==> config.mk <==
export PLATFORM = sky130hd
export DESIGN_NAME = burst_addr_seq
export DESIGN_NICKNAME = d
export VERILOG_FILES = /design/src/rtl/bseq_pkg.sv /design/src/rtl/seq_next_addr.sv /design/src/rtl/seq_beat_cnt.sv /design/src/rtl/burst_addr_seq.sv
export SDC_FILE = /design/constraint.sdc
export NUM_CORES = 1
export LEC_CHECK = 0
export ABC_AREA = 1
export BUFFER_PORTS_ARGS = -buffer_cell sky130_fd_sc_hd__buf_4
export CAP_MARGIN = 20
export CORE_MARGIN = 3
export CORE_UTILIZATION = 48
export DETAILED_ROUTE_END_ITERATION = 7
export GPL_TIMING_DRIVEN = 0
export PLACE_DENSITY = 0.71
export SYNTH_ARGS = -nofsm -noshare
export SYNTH_HDL_FRONTEND = slang
export SYNTH_SLANG_ARGS = --single-unit
==> constraint.sdc <==
create_clock -name clk -period 9 [get_ports clk]
set_input_delay 1.8 -clock clk [delete_from_list [all_inputs] [get_ports clk]]
set_output_delay 1.8 -clock clk [all_outputs]
set_load 0.02 [all_outputs]
==> src/rtl/bseq_pkg.sv <==
package bseq_pkg;

    typedef enum logic [1:0] {
        TR_IDLE   = 2'b00,
        TR_BUSY   = 2'b01,
        TR_NONSEQ = 2'b10,
        TR_SEQ    = 2'b11
    } trans_t;

    typedef enum logic [2:0] {
        BK_SINGLE = 3'b000,
        BK_INCR   = 3'b001,
        BK_WRAP4  = 3'b010,
        BK_INCR4  = 3'b011,
        BK_WRAP8  = 3'b100,
        BK_INCR8  = 3'b101,
        BK_WRAP16 = 3'b110,
        BK_INCR16 = 3'b111
    } burst_t;

    typedef enum logic [1:0] {
        S_IDLE,
        S_BEAT,
        S_BUSY,
        S_DONE
    } seq_state_t;

    // log2 of the beat count for fixed-length kinds, 0 otherwise
    function automatic logic [2:0] fixed_beats_log2(input logic [2:0] kind);
        unique case (kind[2:1])
            2'b01:   return 3'd2;
            2'b10:   return 3'd3;
            2'b11:   return 3'd4;
            default: return 3'd0;
        endcase
    endfunction

    function automatic logic kind_wraps(input logic [2:0] kind);
        return (kind[0] == 1'b0) && (kind[2:1] != 2'b00);
    endfunction

endpackage

==> src/rtl/seq_next_addr.sv <==
module seq_next_addr #(
    parameter int ADDR_W = 32,
    parameter int KB_LOG = 10,
    parameter bit KB_GUARD = 1'b1
) (
    input  logic [ADDR_W-1:0] cur_addr,
    input  logic [2:0]        kind,
    input  logic [2:0]        size,
    output logic [ADDR_W-1:0] next_addr,
    output logic              region_cross
);
    import bseq_pkg::*;

    localparam logic [ADDR_W-1:0] ONE = {{(ADDR_W-1){1'b0}}, 1'b1};

    logic [ADDR_W-1:0] step;
    logic [ADDR_W-1:0] incd;
    logic [3:0]        span_log;
    logic [ADDR_W-1:0] win_mask;

    always_comb begin
        step      = ONE << size;
        incd      = cur_addr + step;
        span_log  = 4'(fixed_beats_log2(kind)) + 4'(size);
        win_mask  = (ONE << span_log) - ONE;
        if (kind_wraps(kind)) begin
            next_addr = (cur_addr & ~win_mask) | (incd & win_mask);
        end else begin
            next_addr = incd;
        end
    end

    generate
        if (KB_GUARD) begin : g_guard
            assign region_cross = (kind == BK_INCR) &&
                (next_addr[ADDR_W-1:KB_LOG] != cur_addr[ADDR_W-1:KB_LOG]);
        end else begin : g_noguard
            assign region_cross = 1'b0;
        end
    endgenerate

endmodule

==> src/rtl/seq_beat_cnt.sv <==
module seq_beat_cnt #(
    parameter int CNT_W = 8
) (
    input  logic             clk,
    input  logic             rst_n,
    input  logic             load,
    input  logic [CNT_W-1:0] load_val,
    input  logic             dec,
    output logic             last
);
    logic [CNT_W-1:0] left_q;

    always_ff @(posedge clk or negedge rst_n) begin
        if (!rst_n) begin
            left_q <= '0;
        end else if (load) begin
            left_q <= load_val;
        end else if (dec && (left_q != '0)) begin
            left_q <= left_q - 1'b1;
        end
    end

    assign last = (left_q <= {{(CNT_W-1){1'b0}}, 1'b1});

endmodule

==> src/rtl/burst_addr_seq.sv <==
module burst_addr_seq #(
    parameter int ADDR_W = 32,
    parameter int LEN_W  = 8,
    parameter int KB_LOG = 10
) (
    input  logic              clk,
    input  logic              rst_n,
    input  logic              start,
    input  logic [ADDR_W-1:0] start_addr,
    input  logic [2:0]        burst_kind,
    input  logic [2:0]        xfer_size,
    input  logic [LEN_W-1:0]  incr_len,
    input  logic              stall_req,
    input  logic              bus_ready,
    output logic [1:0]        htrans_o,
    output logic [ADDR_W-1:0] haddr_o,
    output logic [2:0]        burst_o,
    output logic [2:0]        size_o,
    output logic              done_o
);
    import bseq_pkg::*;

    localparam int CNT_W = (LEN_W > 5) ? LEN_W : 5;

    seq_state_t        state_q, state_d;
    logic [ADDR_W-1:0] addr_q;
    logic [2:0]        kind_q;
    logic [2:0]        size_q;
    logic              first_q;

    logic              launch;
    logic              accept;
    logic              last_beat;
    logic [CNT_W-1:0]  beat_total;
    logic [ADDR_W-1:0] nxt_addr;
    logic              crossing;

    assign launch = (state_q == S_IDLE) && start;
    assign accept = (state_q == S_BEAT) && bus_ready;

    always_comb begin
        unique case (burst_kind)
            BK_SINGLE: beat_total = CNT_W'(1);
            BK_INCR:   beat_total = (incr_len == '0) ? CNT_W'(1) : CNT_W'(incr_len);
            default:   beat_total = CNT_W'(1) << fixed_beats_log2(burst_kind);
        endcase
    end

    seq_beat_cnt #(.CNT_W(CNT_W)) u_cnt (
        .clk      (clk),
        .rst_n    (rst_n),
        .load     (launch),
        .load_val (beat_total),
        .dec      (accept),
        .last     (last_beat)
    );

    seq_next_addr #(.ADDR_W(ADDR_W), .KB_LOG(KB_LOG), .KB_GUARD(1'b1)) u_nxt (
        .cur_addr     (addr_q),
        .kind         (kind_q),
        .size         (size_q),
        .next_addr    (nxt_addr),
        .region_cross (crossing)
    );

    // next-state logic
    always_comb begin
        state_d = state_q;
        unique case (state_q)
            S_IDLE: if (start) state_d = S_BEAT;
            S_BEAT: begin
                if (bus_ready) begin
                    if (last_beat)      state_d = S_DONE;
                    else if (stall_req) state_d = S_BUSY;
                    else                state_d = S_BEAT;
                end
            end
            S_BUSY: if (bus_ready && !stall_req) state_d = S_BEAT;
            S_DONE: state_d = S_IDLE;
            default: state_d = S_IDLE;
        endcase
    end

    // state register
    always_ff @(posedge clk or negedge rst_n) begin
        if (!rst_n) state_q <= S_IDLE;
        else        state_q <= state_d;
    end

    // beat datapath
    always_ff @(posedge clk or negedge rst_n) begin
        if (!rst_n) begin
            addr_q  <= '0;
            kind_q  <= BK_SINGLE;
            size_q  <= '0;
            first_q <= 1'b0;
        end else if (launch) begin
            addr_q  <= start_addr;
            kind_q  <= burst_kind;
            size_q  <= xfer_size;
            first_q <= 1'b1;
        end else if (accept && !last_beat) begin
            addr_q  <= nxt_addr;
            first_q <= crossing;
        end
    end

    // outputs
    always_comb begin
        unique case (state_q)
            S_BEAT:  htrans_o = first_q ? TR_NONSEQ : TR_SEQ;
            S_BUSY:  htrans_o = TR_BUSY;
            default: htrans_o = TR_IDLE;
        endcase
        haddr_o = addr_q;
        burst_o = kind_q;
        size_o  = size_q;
        done_o  = (state_q == S_DONE);
    end

endmodule

# Word-level counts from Yosys, hierarchy flattened
# Cells that the tools add are included.
# Widths: inputs -> output; s select.
[op_classes]
muxes = 20
n_addsub = 4
shift = 3
reduce_logical = 18
eq_ne = 15
bitwise_logic = 5
magnitude_cmp = 1
[ops]
columns = ["operator", "count"]
rows = [
  ["$mux 32", 3],
  ["$and 32x32->32", 2],
  ["$add 32x32->32", 1],
  ["$not 32->32", 1],
  ["$or 32x32->32", 1],
  ["$shl 1x3->32 const A", 1],
  ["$shl 1x4->32 const A", 1],
  ["$sub 32x1->32 const B", 1],
  ["$mux 8", 3],
  ["$ne 22x22->1", 1],
  ["$pmux 3 s3", 2],
  ["$pmux 8 s2", 1],
  ["$eq 2x2->1 const B", 6],
  ["$mux 2", 5],
  ["$le 8x1->1 const B", 1],
  ["$logic_not 8->1", 1],
  ["$pmux 2 s4", 1],
  ["$reduce_bool 8->1", 1],
  ["$shl 1x3->8 const A", 1],
  ["$sub 8x1->8 const B", 1],
  ["$logic_and 1x1->1", 7],
  ["$eq 2x1->1 const B", 3],
  ["$eq 3x1->1 const B", 2],
  ["$ne 2x2->1 const B", 3],
  ["11 further kinds", 16],
]
[totals]
input_bits = 51
out_inout_bits = 41
regBits = 49
elab_cells = 72

# Logic depth before layout (Yosys ltp)
# Gate-level depths: netlist of run 1.
[depth]
ltp_word = 13
mapped_depth = 25
ltp_nobuf = 23

# Hierarchy
# From an unflattened synthesis of run 1, not the netlist that was laid out.
[hier_totals]
hier_cells = 750
area_unflattened_um2 = 5061.1
[modules_own_cells]
columns = ["module", "instances", "cells_each", "seq_area_each_um2", "area_each_um2"]
rows = [
  ["burst_addr_seq", 1, 345, 1026.0, 2587.5],
  ["seq_next_addr", 1, 310, 0.0, 1785.5],
  ["seq_beat_cnt", 1, 95, 200.2, 688.2],
]

# Worst setup path after synthesis of run 1
# Ideal clock, no wire load.
[synth_timing]
path_type = "reg-to-reg"
start = "register kind_q[1], in the netlist burst_o[1]"
end = "register addr_q[16], in the netlist haddr_o[16]"
synth_period_minus_slack_ps = 3210
path_buffers = 2
stages_incl_launch_ff = 23
setup_ps = 118
slack_ps = 5790
arrival_time_ps = 3093
t_required_ps = 8882
path_cell_list = "dfrtp_1 inv_1 ha_1 inv_1 fa_1 inv_1 nand2_1 nand2_4 buf_8 inv_2 nor2_1 nand2_1 ha_1 buf_2 nand3_1 nor2_2 nor2_2 inv_2 nand2_1 xor2_1 a21oi_1 a21oi_1 inv_1"
[synth_via]
elab_chain_cells = 11
word_cells_on_any_way = 16
classes_between = "2 x add/sub; 3 x eq/ne; 1 x shift; 4 x mux; 4 x bitwise; 2 x reduce/logical"
[synth_lines]
columns = ["item", "line_no", "text"]
rows = [
  ["start, declared", "burst_addr_seq.sv:27", "logic [2:0] kind_q;"],
  ["start signal, assigned", "burst_addr_seq.sv:99", "kind_q <= burst_kind;"],
  ["$eq 2x2->1 / $eq 2x1->1 (equally long branches)", "bseq_pkg.sv:30", "unique case (kind[2:1])"],
  ["$pmux 3 s3", "bseq_pkg.sv:30", ""],
  ["$add 3x3->4", "seq_next_addr.sv:24", "span_log = 4'(fixed_beats_log2(kind)) + 4'(size);"],
  ["$shl 1x4->32", "seq_next_addr.sv:25", "win_mask = (ONE << span_log) - ONE;"],
  ["$sub 32x1->32", "seq_next_addr.sv:25", ""],
  ["$not 32->32", "seq_next_addr.sv:27", "next_addr = (cur_addr & ~win_mask) | (incd & win_mask);"],
  ["$and 32x32->32", "seq_next_addr.sv:27", ""],
  ["$or 32x32->32", "seq_next_addr.sv:27", ""],
  ["$mux 32 (*)", "seq_next_addr.sv:26", "if (kind_wraps(kind)) begin"],
  ["$mux 32 (*)", "burst_addr_seq.sv:102", "end else if (accept && !last_beat) begin"],
  ["$mux 32 (*)", "burst_addr_seq.sv:97", "end else if (launch) begin"],
  ["end signal, assigned", "burst_addr_seq.sv:98", "addr_q <= start_addr;"],
  ["end signal, assigned", "burst_addr_seq.sv:103", "addr_q <= nxt_addr;"],
  ["end, declared", "burst_addr_seq.sv:26", "logic [ADDR_W-1:0] addr_q;"],
]
# Every way passes the cells marked *; elsewhere a longest branch is shown, timed or not. The select of a mux whose other input is x is not followed.
# A chain may end at the register's enable or synchronous reset.

# Worst setup path in the final report of run 1
[layout_timing]
start = "register kind_q[1], in the netlist burst_o[1]"
end = "register first_q"
[layout_via]
elab_chain_cells = 13
word_cells_on_any_way = 19
classes_between = "2 x add/sub; 5 x eq/ne; 1 x shift; 4 x mux; 4 x bitwise; 3 x reduce/logical"
[layout_lines]
columns = ["item", "line_no", "text"]
rows = [
  ["$eq 2x2->1 / $eq 2x1->1 (equally long branches)", "bseq_pkg.sv:30", ""],
  ["$pmux 3 s3", "bseq_pkg.sv:30", ""],
  ["$add 3x3->4", "seq_next_addr.sv:24", ""],
  ["$shl 1x4->32", "seq_next_addr.sv:25", ""],
  ["$sub 32x1->32", "seq_next_addr.sv:25", ""],
  ["$not 32->32", "seq_next_addr.sv:27", ""],
  ["$and 32x32->32", "seq_next_addr.sv:27", ""],
  ["$or 32x32->32", "seq_next_addr.sv:27", ""],
  ["$mux 32", "seq_next_addr.sv:26", ""],
  ["$ne 22x22->1", "seq_next_addr.sv:36", "(next_addr[ADDR_W-1:KB_LOG] != cur_addr[ADDR_W-1:KB_LOG]);"],
  ["$logic_and 1x1->1 (*)", "seq_next_addr.sv:35", "assign region_cross = (kind == BK_INCR) &&"],
  ["$mux 1 (*)", "burst_addr_seq.sv:102", ""],
  ["$mux 1 (*)", "burst_addr_seq.sv:97", ""],
  ["end signal, assigned", "burst_addr_seq.sv:104", "first_q <= crossing;"],
  ["end, declared", "burst_addr_seq.sv:29", "logic first_q;"],
]
# Marks and branches as above.

==> results of run 1 <==
[layout make-up]
| class | count | area [um2] |
|---|---|---|
| repair buffers | 91 | 683 |
| multi-input cells | 514 | 2890 |
| clock buffers | 5 | 68.8 |
| clock inverters | 3 | 43.8 |
| flip-flops and latches | 49 | 1230 |
| inverters | 107 | 402 |
| well taps | 129 | 161 |
| fillers | 938 | 3720 |
| plain buffers | 18 | 92.6 |
[power breakdown]
group          switching [W]  total (W)  internal, W  leakage, nW
logic                0.00104    0.00162     0.000578         2.24
registers           0.000132   0.000457     0.000325        0.593
clock network      0.0000888   0.000172    0.0000837       0.0585
[stage by stage]
stage / hold slack, ns / setup slack (ns) / cells / area, um2 / total power (W)
after global placement: 0.497 / 5.32 / 908 / 5450 / 0.00202
after CTS: 0.536 / 5.47 / 916 / 5570 / 0.00223
after detailed placement: 0.509 / 5.31 / 908 / 5450 / 0.00205
after floorplan: 0.464 / 5.79 / 688 / 4610 / 0.00159
final: 0.536 / 5.41 / 916 / 5570 / 0.00225
after global routing: 0.565 / 5.15 / 916 / 5570 / 0.00245
[cell families (layout without fill, tap and decap cells)]
logic type | count (synthesis) | in the layout | share of synthesized area
multiplexers | 1 | 1 | 0.00217
buffers and inverters | 125 | 224 | 0.107
flip-flops | 49 | 49 | 0.266
AND/OR/NAND/NOR | 323 | 323 | 0.324
AO/OA/AOI/OAI | 143 | 143 | 0.182
XOR/XNOR | 15 | 15 | 0.0285
adder cells (fa/ha/maj) | 32 | 32 | 0.0901
[worst max-delay path, cell delays in order (launching register included)]
cell and delay (ns):
dfrtp_1 0.45, inv_1 0.10, ha_1 0.15, ha_1 0.19
inv_1 0.06, fa_1 0.42, inv_1 0.07, nand2_1 0.07
nand2_4 0.12, buf_8 0.16, inv_2 0.06, nor2_1 0.20
nand2_1 0.11, ha_1 0.19, buf_2 0.18, nand3_1 0.12
nor2_2 0.05, nor2_2 0.11, inv_2 0.08, nand4_1 0.15
nand2_1 0.07, nor2_1 0.09, nand3_1 0.14, nand2_1 0.09
nand2_1 0.05
[cells in the mapped netlist (3+ instances only)]
| cell type | n |
|---|---|
| a21oi_1 | 35 |
| a22oi_1 | 4 |
| a31oi_1 | 4 |
| buf_2 | 5 |
| clkbuf_1 | 10 |
| clkinv_1 | 3 |
| dfrtp_1 | 49 |
| ha_1 | 30 |
| inv_1 | 98 |
| inv_2 | 6 |
| nand2_1 | 148 |
| nand2_2 | 15 |
| nand2_4 | 5 |
| nand3_1 | 40 |
| nand3_2 | 3 |
| nand4_1 | 9 |
| nor2_1 | 62 |
| nor2_2 | 7 |
| nor3_1 | 21 |
| nor4_1 | 6 |
| o211ai_1 | 15 |
| o21a_1 | 3 |
| o21ai_0 | 52 |
| o21ai_1 | 13 |
| o22ai_1 | 4 |
| xnor2_1 | 3 |
| xor2_1 | 12 |
[routing by layer]
layer / global-route usage / vias to the layer above / share of wire
met2: 0.451 / 173 / 0.46
met1: 0.368 / 2323 / 0.45
met5: 0 / - / 0
met3: 0.0410 / 21 / 0.072
met4: 0.0608 / 0 / 0.015
li1: - / 2460 / -
[worst min-delay path by stage]
stage / start / to / slack, ns / cells after the start
floorplan: first_q$_DFFE_PN0P_ / first_q$_DFFE_PN0P_ / 0.46 / 2
global placement: first_q$_DFFE_PN0P_ / first_q$_DFFE_PN0P_ / 0.50 / 2
detailed placement: first_q$_DFFE_PN0P_ / first_q$_DFFE_PN0P_ / 0.51 / 2
CTS: first_q$_DFFE_PN0P_ / first_q$_DFFE_PN0P_ / 0.54 / 2
global route: flip-flop / flip-flop / 0.57 / 2
finish: flip-flop / flip-flop / 0.54 / 2
==> summary.txt, run 1 <==
routed len/inst: 16.0 um
Clock Skews: 0.0141 ns
GR Util All Layers: 0.270
Min-Delay Path Class: flip-flop to flip-flop
Post-Synthesis Cell Area: 0.00461 mm2
Resized cells post-CTS: 0
Core Region: 0.00928 mm2
CP Launch Type: flip-flop
Worst Path Max Fanout: 10
Yosys cell types: 46
Period minus WS final: 3.59 ns
Worst slew margin: 0.446
fin nets: 869
synthesized area per cell: 6.70 um2
Initial Util: 0.496
post-route ant nets: 0
Max clock buf depth: 2
final hold violation count: 0
Seq cells post-synth: 49
row cnt: 35
Crit path arrival time: 3.81 ns
r2r worst-path depth: 24
syn nets: 771
dpl hpwl: 11,300 um
Die Wd: 104 um
Synth Warn #: 0
worst reg2reg endpoint: first_q$_DFFE_PN0P_
most common cell after layout, fill and taps aside: nand2_1
fin util: 0.600
CTS tree: built
Synth Instances: 688
worst vdd ir: 218 uV
die area: 0.0108 mm2
Synth area leader: dfrtp_1
crit end category: flip-flop
sequential-to-total area share from yosys stat: 0.266
fmax: 279 MHz
Final Max Tran Viols: 0
Lkg Pwr: 2.89 nW
top-level port count: 92
crit path to: first_q$_DFFE_PN0P_
WS Path Type: flip-flop to flip-flop
Sink Count: 49
FF-to-FF Start: burst_o[1]$_DFFE_PN0P_
Post-CTS Hold Buffers: 0
Worst-Skew Late Latency: 0.31 ns
n_diodes: 0
area share of the largest cell type after synthesis: 0.266
Via Count: 4,977
ys flop type: dfrtp_1
Post-synth EDFFs: 0
Worst-Margin Slew: 0.831 ns
asr flop ratio synth: 1.00
Final Cycle Share: 0.399
Area Growth Syn to Fin: 20.8%
commonest non-fill, non-tap cells in the layout: nand2_1, inv_1, buf_4, nor2_1, o21ai_0
Port Buffers: 91
routability cong.: 0.922
initial antenna violation count: 0
TritonCTS buffer count: 5
Post CTS Setup Buffer Count: 0
first-pass GRT wire length: 24,000 um
grt total ovfl: 0
WP data required: 9.22 ns
Pwr Density: 404 mW/mm2
vias in the first global route: 4,808
DRC: 0
pin count of the biggest net entering global routing: 50
DRT Pass-1 Iters: 5
share of cells above drive strength 1: 0.192
synth top area cells: dfrtp_1, nand2_1, ha_1
setup tns final: 0 ns
outcome: finished clean
clk root buf: clkbuf_8
max-cap violation count: 0
WL final: 14,700 um
unrepaired setup endpoints after global routing: false
drt via density: 5.43
setup violators final: 0
Reg clk slew, reported paths: 0.11 ns
Reg2Reg Setup Slack: 5.41 ns
crit path from: burst_o[1]$_DFFE_PN0P_
initial drt markers: 295
Die Ht: 104 um
htree depth: 2
(Power assumes the default switching activity.)
==> run 2, diff against run 1 <==
--- a/config.mk
+++ b/config.mk
@@ -12,7 +12,7 @@
 export CORE_UTILIZATION = 48
 export DETAILED_ROUTE_END_ITERATION = 7
 export GPL_TIMING_DRIVEN = 0
-export PLACE_DENSITY = 0.71
+export PLACE_DENSITY = 0.74
 export SYNTH_ARGS = -nofsm -noshare
 export SYNTH_HDL_FRONTEND = slang
 export SYNTH_SLANG_ARGS = --single-unit
==> constraint.sdc (replaced) <==
create_clock -name clk -period 3.1 [get_ports clk]
set_input_delay 0.62 -clock clk [delete_from_list [all_inputs] [get_ports clk]]
set_output_delay 0.62 -clock clk [all_outputs]
set_load 0.02 [all_outputs]
==> run 2 against run 1 <==
Net effect:
- routed wire length up 3.2%
- cell area is 5.9% higher
- clock-buffer cell count stayed put
- clock power rose to 2.9 times the previous value
- worst setup slack got worse by 5.3 ns
- power rose to 3.2 times the previous value
- register-to-register slack got worse by 5.3 ns
- clock skew increased by 0.0017 ns
- critical endpoint is now haddr_o[30]$_DFFE_PN0P_
- largest power group unchanged
==> summary.txt, run 2 (same netlist as run 1, synthesis figures left out) <==
outcome: finished clean
Area Growth Syn to Fin: 27.9%
Final Worst Setup Slack: 0.119 ns (-5.29 ns)
Post-CTS Hold Buffers: 0 (unchanged)
WP depth: 24 (unchanged)
Fillers: 891 (-5.0%)
CP top delay family: simple AND/OR/NAND/NOR gates
routability cong.: 0.955 (+3.6%)
met1 Use GR: 0.383 (+0.0144)
gr busiest metal: met2
row cnt: 35 (unchanged)
n_diodes: 0 (unchanged)
Pwr Density: 1230 mW/mm2 (+210%)
top-level port count: 92 (unchanged)
Sink Count: 49 (unchanged)
Flop pwr share: 0.183 (-0.020)
unrepaired setup endpoints after global routing: true
GR Util All Layers: 0.279 (+0.00938)
met3 Resource Use GR: 0.0360 (-0.00497)
Min-Delay Path Class: primary input to asynchronous set/reset pin
DRC: 0 (unchanged)
WS Path Type: flip-flop to flip-flop
clk root buf: clkbuf_8
M2 GR Usage: 0.455 (+0.00325)
max-cap violation count: 0 (unchanged)
worst slack, placed: -0.327 ns (-5.64 ns)
commonest non-fill, non-tap cells in the layout: nand2_1, buf_4, inv_1, nor2_1, o21ai_0
setup violators final: 0 (unchanged)
Die Ht: 104 um (unchanged)
most common cell after layout, fill and taps aside: nand2_1
share of cells above drive strength 1: 0.246 (+0.0538)
vias in the first global route: 4,923 (+2.4%)
FF-to-FF Start: burst_o[1]$_DFFE_PN0P_
post-route ant nets: 0 (unchanged)
DRT Pass-1 Iters: 5 (unchanged)
pin count of the biggest net entering global routing: 50 (unchanged)
fin nets: 888 (+2.2%)
fmax: 335 MHz (+20%)
first-pass GRT wire length: 24,600 um (+2.2%)
Period minus WS final: 2.98 ns (-0.608 ns)
Max clock buf depth: 2 (unchanged)
Core Region: 0.00928 mm2 (unchanged)
final hold slack: 0.287 ns (-0.248 ns)
Worst-Margin Slew: 0.769 ns (-0.0620 ns)
Combinational Power Share: 0.750 (+0.030)
Clock Skews: 0.0159 ns (+0.00172 ns)
CP Launch Type: flip-flop
htree depth: 2 (unchanged)
dpl hpwl: 11,100 um (-1.5%)
crit path from: burst_o[1]$_DFFE_PN0P_
drt via density: 5.49 (+1.0%)
WP data required: 3.34 ns (-5.88 ns)
initial drt markers: 431 (+46%)
Worst slew margin: 0.487 (+0.0414)
Final Max Tran Viols: 0 (unchanged)
Worst-Skew Late Latency: 0.33 ns (+0.02 ns)
final hold violation count: 0 (unchanged)
worst vdd ir: 635 uV (+190%)
die area: 0.0108 mm2 (unchanged)
Lkg Pwr: 3.02 nW (+4.4%)
Initial Util: 0.496 (unchanged)
initial antenna violation count: 0 (unchanged)
crit-path max cell delay: 0.44 ns (about the same)
Pint: 0.00332 W (+240%)
WL final: 15,100 um (+3.2%)
fin util: 0.635 (+0.0356)
r2r worst-path depth: 24 (unchanged)
Via Count: 5,131 (+3.1%)
switching fraction of total power: 0.544 (-0.0174)
Crit path arrival time: 3.22 ns (-0.59 ns)
Worst Path Max Fanout: 5 (-5)
Slowest cell on crit path: dfrtp_2
Final Cycle Share: 0.962 (+0.563)
routed len/inst: 16.2 um (+1.1%)
crit end category: flip-flop
CTS tree: built
grt total ovfl: 0 (unchanged)
P_sw: 0.00396 W (+210%)
Clk pwr share: 0.068 (-0.009)
Die Wd: 104 um (unchanged)
TritonCTS buffer count: 5 (unchanged)
critical path buffer and inverter count: 7 (unchanged)
Port Buffers: 91 (unchanged)
critical-path cell list: inv_4 > ha_4 > ha_4 > inv_2 > fa_2 > nand2_4 > nand2_4 > buf_8 > inv_6 > nor2_4 > nand2_2 > ha_4 > nand3_4 > nor2_4 > nor2_4 > inv_4 > nand2_4 > buf_6 > inv_2 > nand4_1 > a21oi_2 > o21ai_1 > nand2_1 > nand2_1
Reg clk slew, reported paths: 0.11 ns (about the same)
run 2: power groups by stage:
stage	clock network, W	registers (W)	logic [W]
after global placement	0	0.00132	0.00453
after detailed placement	0	0.00133	0.00462
final	0.000494	0.00133	0.00546
after CTS	0.000505	0.00132	0.00505
after global routing	0.000532	0.00138	0.00594
after floorplan	0	0.00151	0.00311
run 2: metal layers:
| metal | vias up | routed length [um] |
|---|---|---|
| met5 | - | 0 |
| met4 | 0 | 430 |
| met3 | 39 | 1040 |
| met2 | 223 | 6900 |
| met1 | 2377 | 6770 |
| li1 | 2492 | - |
run 2: timing repair:
item | in CTS | in global routing
setup endpoints to repair | 16 | 15
gates resized for setup | 20 | 28
buffers inserted | 13 | 8
pin swaps | 10 | 19
run 2: worst register-to-register path, cell delays in order (launching register included):
cell,delay (ns)
dfrtp_2,0.44
inv_4,0.09
ha_4,0.14
ha_4,0.13
inv_2,0.04
fa_2,0.36
nand2_4,0.09
nand2_4,0.05
buf_8,0.13
inv_6,0.05
nor2_4,0.03
nand2_2,0.09
ha_4,0.16
nand3_4,0.07
nor2_4,0.12
nor2_4,0.06
inv_4,0.09
nand2_4,0.06
buf_6,0.13
inv_2,0.03
nand4_1,0.14
a21oi_2,0.19
o21ai_1,0.10
nand2_1,0.07
nand2_1,0.04
run 2: metrics by stage:
stage	setup TNS, ns	cells	instance area, um2	total power, W
floorplan	0	688	4610	0.00462
global placement	-1.74	908	5460	0.00585
detailed placement	-2.56	908	5460	0.00594
CTS	0	928	5750	0.00688
global route	-0.128	935	5900	0.00786
finish	0	935	5900	0.00728
run 2: worst paths after layout:
path	endpoint	slack, ns
hold / removal	haddr_o[14]$_DFFE_PN0P_	0.29
setup / recovery	haddr_o[30]$_DFFE_PN0P_	0.12
hold reg to reg	flip-flop	0.53
min in group clk	flip-flop	0.50
setup reg to reg	haddr_o[30]$_DFFE_PN0P_	0.12
max in group asynchronous	size_o[0]$_DFFE_PN0P_	2.30
run 2: layout make-up:
type	instances	area, um2	share of cell area
plain buffers	16	80.1	0.0136
inverters	107	412	0.0698
multi-input cells	514	3050	0.517
repair buffers	112	852	0.144
clock buffers	5	68.8	0.0117
flip-flops and latches	49	1230	0.209
well taps	129	161	0.0274
clock inverters	3	43.8	0.00743
==> run 3, diff against run 2 <==
==> constraint.sdc (replaced) <==
create_clock -name clk -period 2.6 [get_ports clk]
set_input_delay 0.52 -clock clk [delete_from_list [all_inputs] [get_ports clk]]
set_output_delay 0.52 -clock clk [all_outputs]
set_load 0.02 [all_outputs]
==> run 3 against run 2 <==
Net effect:
- largest power group unchanged
- the run now ends with setup timing left
- via count rose by 1.7%
- global-route usage fell by 0.21 points
- die area did not move
==> summary.txt, run 3 (same netlist as run 1, synthesis figures left out) <==
drt via density: 5.54 (+0.90%)
Final Cycle Share: 1.17 (+0.207)
DRC: 0 (unchanged)
Sink Count: 49 (unchanged)
Worst Path Max Fanout: 4 (-1)
fin util: 0.669 (+0.0342)
crit path to: haddr_o[16]$_DFFE_PN0P_
WL final: 15,600 um (+3.2%)
final hold violation count: 0 (unchanged)
failing checks: setup timing
initial drt markers: 398 (-7.7%)
Max clock buf depth: 2 (unchanged)
fin nets: 895 (+0.79%)
crit end category: flip-flop
worst reg2reg endpoint: haddr_o[16]$_DFFE_PN0P_
grt total ovfl: 0 (unchanged)
row cnt: 35 (unchanged)
WP data required: 2.82 ns (-0.52 ns)
initial antenna violation count: 0 (unchanged)
htree depth: 2 (unchanged)
commonest non-fill, non-tap cells in the layout: nand2_1, buf_4, inv_1, nor2_1, dfrtp_1
Die Ht: 104 um (unchanged)
Worst slew margin: 0.487 (-0.000743)
Area Growth Syn to Fin: 34.8%
WS Path Type: flip-flop to flip-flop
Fillers: 814 (-8.6%)
Lkg Pwr: 3.11 nW (+2.8%)
Power, Total: 0.00951 W (+31%)
routability cong.: 0.917 (-4.0%)
first-pass GRT wire length: 24,600 um (+0.34%)
Top Metal Used: met4
Initial Util: 0.496 (unchanged)
Min-Delay Path Class: primary input to asynchronous set/reset pin
FF-to-FF Start: burst_o[1]$_DFFE_PN0P_
routed wl met2: 7390 um (+7.1%)
Crit path arrival time: 3.26 ns (+0.04 ns)
die area: 0.0108 mm2 (unchanged)
Worst-Skew Late Latency: 0.32 ns (about the same)
Worst-Margin Slew: 0.770 ns (+0.00112 ns)
Post-CTS Hold Buffers: 0 (unchanged)
clk root buf: clkbuf_8
Clock Skews: 0.0106 ns (-0.00529 ns)
Reg clk slew, reported paths: 0.11 ns (about the same)
CP Launch Type: flip-flop
vias in the first global route: 4,868 (-1.1%)
Final Max Tran Viols: 0 (unchanged)
GR Util All Layers: 0.277 (-0.00212)
Reg2Reg Setup Slack: -0.44 ns (-0.56 ns)
max-cap violation count: 0 (unchanged)
M1 WL: 6640 um (-1.9%)
DRT Pass-1 Iters: 6 (+1)
unrepaired setup endpoints after global routing: true
Core Region: 0.00928 mm2 (unchanged)
Port Buffers: 91 (unchanged)
pin count of the biggest net entering global routing: 50 (unchanged)
Period minus WS final: 3.04 ns (+0.0571 ns)
worst vdd ir: 960 uV (+51%)
most common cell after layout, fill and taps aside: nand2_1
Met3 Routed Length: 1240 um (+19%)
setup violators final: 18 (+18)
dpl hpwl: 11,100 um (about the same)
Pwr Density: 1530 mW/mm2 (+24%)
fmax: 329 MHz (-1.9%)
r2r worst-path depth: 23 (-4.2%)
share of cells above drive strength 1: 0.301 (+0.0557)
CTS tree: built
top-level port count: 92 (unchanged)
Die Wd: 104 um (unchanged)
Final Worst Setup Slack: -0.438 ns (-0.557 ns)
outcome: finished with violations
n_diodes: 0 (unchanged)
Via Count: 5,216 (+1.7%)
crit path from: burst_o[1]$_DFFE_PN0P_
post-route ant nets: 0 (unchanged)
TritonCTS buffer count: 5 (unchanged)
routed len/inst: 16.6 um (+2.4%)
[run 3: cell count changes in the layout (fill, tap and decap cells not counted), moves of 4 or more]
| cell | before | now |
|---|---|---|
| buf_6 | 3 | 7 |
| nand2_1 | 144 | 132 |
| nor3_1 | 21 | 16 |
| nand2_2 | 17 | 26 |
| nand3_2 | 4 | 9 |
| nor2_2 | 4 | 8 |
| o21ai_0 | 50 | 40 |
| o21ai_1 | 13 | 22 |
| nand3_1 | 38 | 32 |
[run 3: power by group]
part | internal [W] | switching (W) | total [W]
combinational | 0.00290 | 0.00431 | 0.00721
sequential | 0.00113 | 0.000474 | 0.00161
clock | 0.000388 | 0.000307 | 0.000695
total | 0.00442 | 0.00509 | 0.00951
[run 3: worst min path at each step]
stage	to	slack, ns	depth (start not counted)
floorplan	asynchronous set/reset pin	0.22	0
global placement	first_q$_DFFE_PN0P_	0.50	2
detailed placement	first_q$_DFFE_PN0P_	0.50	2
CTS	asynchronous set/reset pin	0.25	1
global route	asynchronous set/reset pin	0.27	1
finish	asynchronous set/reset pin	0.21	1
[run 3: per-stage QoR]
step           cell area [um2]  setup slack, ns  setup TNS [ns]  cells  hold WS (ns)
5_1_grt                   6210           -0.587           -8.93    942         0.269
6_report                  6210           -0.438           -5.78    942         0.212
2_1_floorplan             4680           -0.334           -3.19    688         0.224
3_3_place_gp              5520           -0.544           -6.43    908         0.499
4_1_cts                   5880           -0.457           -5.70    929         0.247
3_5_place_dp              5520           -0.612           -7.56    908         0.501
[run 3: cell type report]
type                       count  area, um2  share of cell area
sequential                    49       1230               0.198
timing repair buffer         118        933               0.150
buffer                        17       98.8              0.0159
clock inverter                 3       68.8              0.0111
tap                          129        161              0.0260
multi-input combinational    514       3220               0.518
clock buffer                   5       68.8              0.0111
inverter                     107        430              0.0693
[run 3: repair_timing]
action	4_1_cts	5_1_grt
pin swaps	16	34
setup buffers	13	14
endpoints found under the setup margin	26	36
gates resized for setup	29	63
hold endpoints to repair	0	0
[run 3: critical path, cell delays in order (launching register included)]
cell and delay (ns):
dfrtp_2 0.46, inv_4 0.09, ha_4 0.13, ha_4 0.13, inv_2 0.04, fa_2 0.39
inv_2 0.07, nand2_2 0.06, nand2_4 0.08, buf_12 0.12, clkinv_8 0.05, nor2_4 0.11
nand2_2 0.09, ha_4 0.19, nand3_4 0.06, nor2_4 0.04, nor2_2 0.13, inv_2 0.09
buf_12 0.14, nand2_8 0.06, xor2_1 0.15, a21oi_1 0.08, a21oi_1 0.13, inv_1 0.05
[run 3: per-layer routing]
| metal | global-route usage | vias up |
|---|---|---|
| li1 | - | 2511 |
| met1 | 0.374 | 2427 |
| met2 | 0.459 | 239 |
| met3 | 0.0515 | 39 |
| met4 | 0.0684 | 0 |
| met5 | 0 | - |
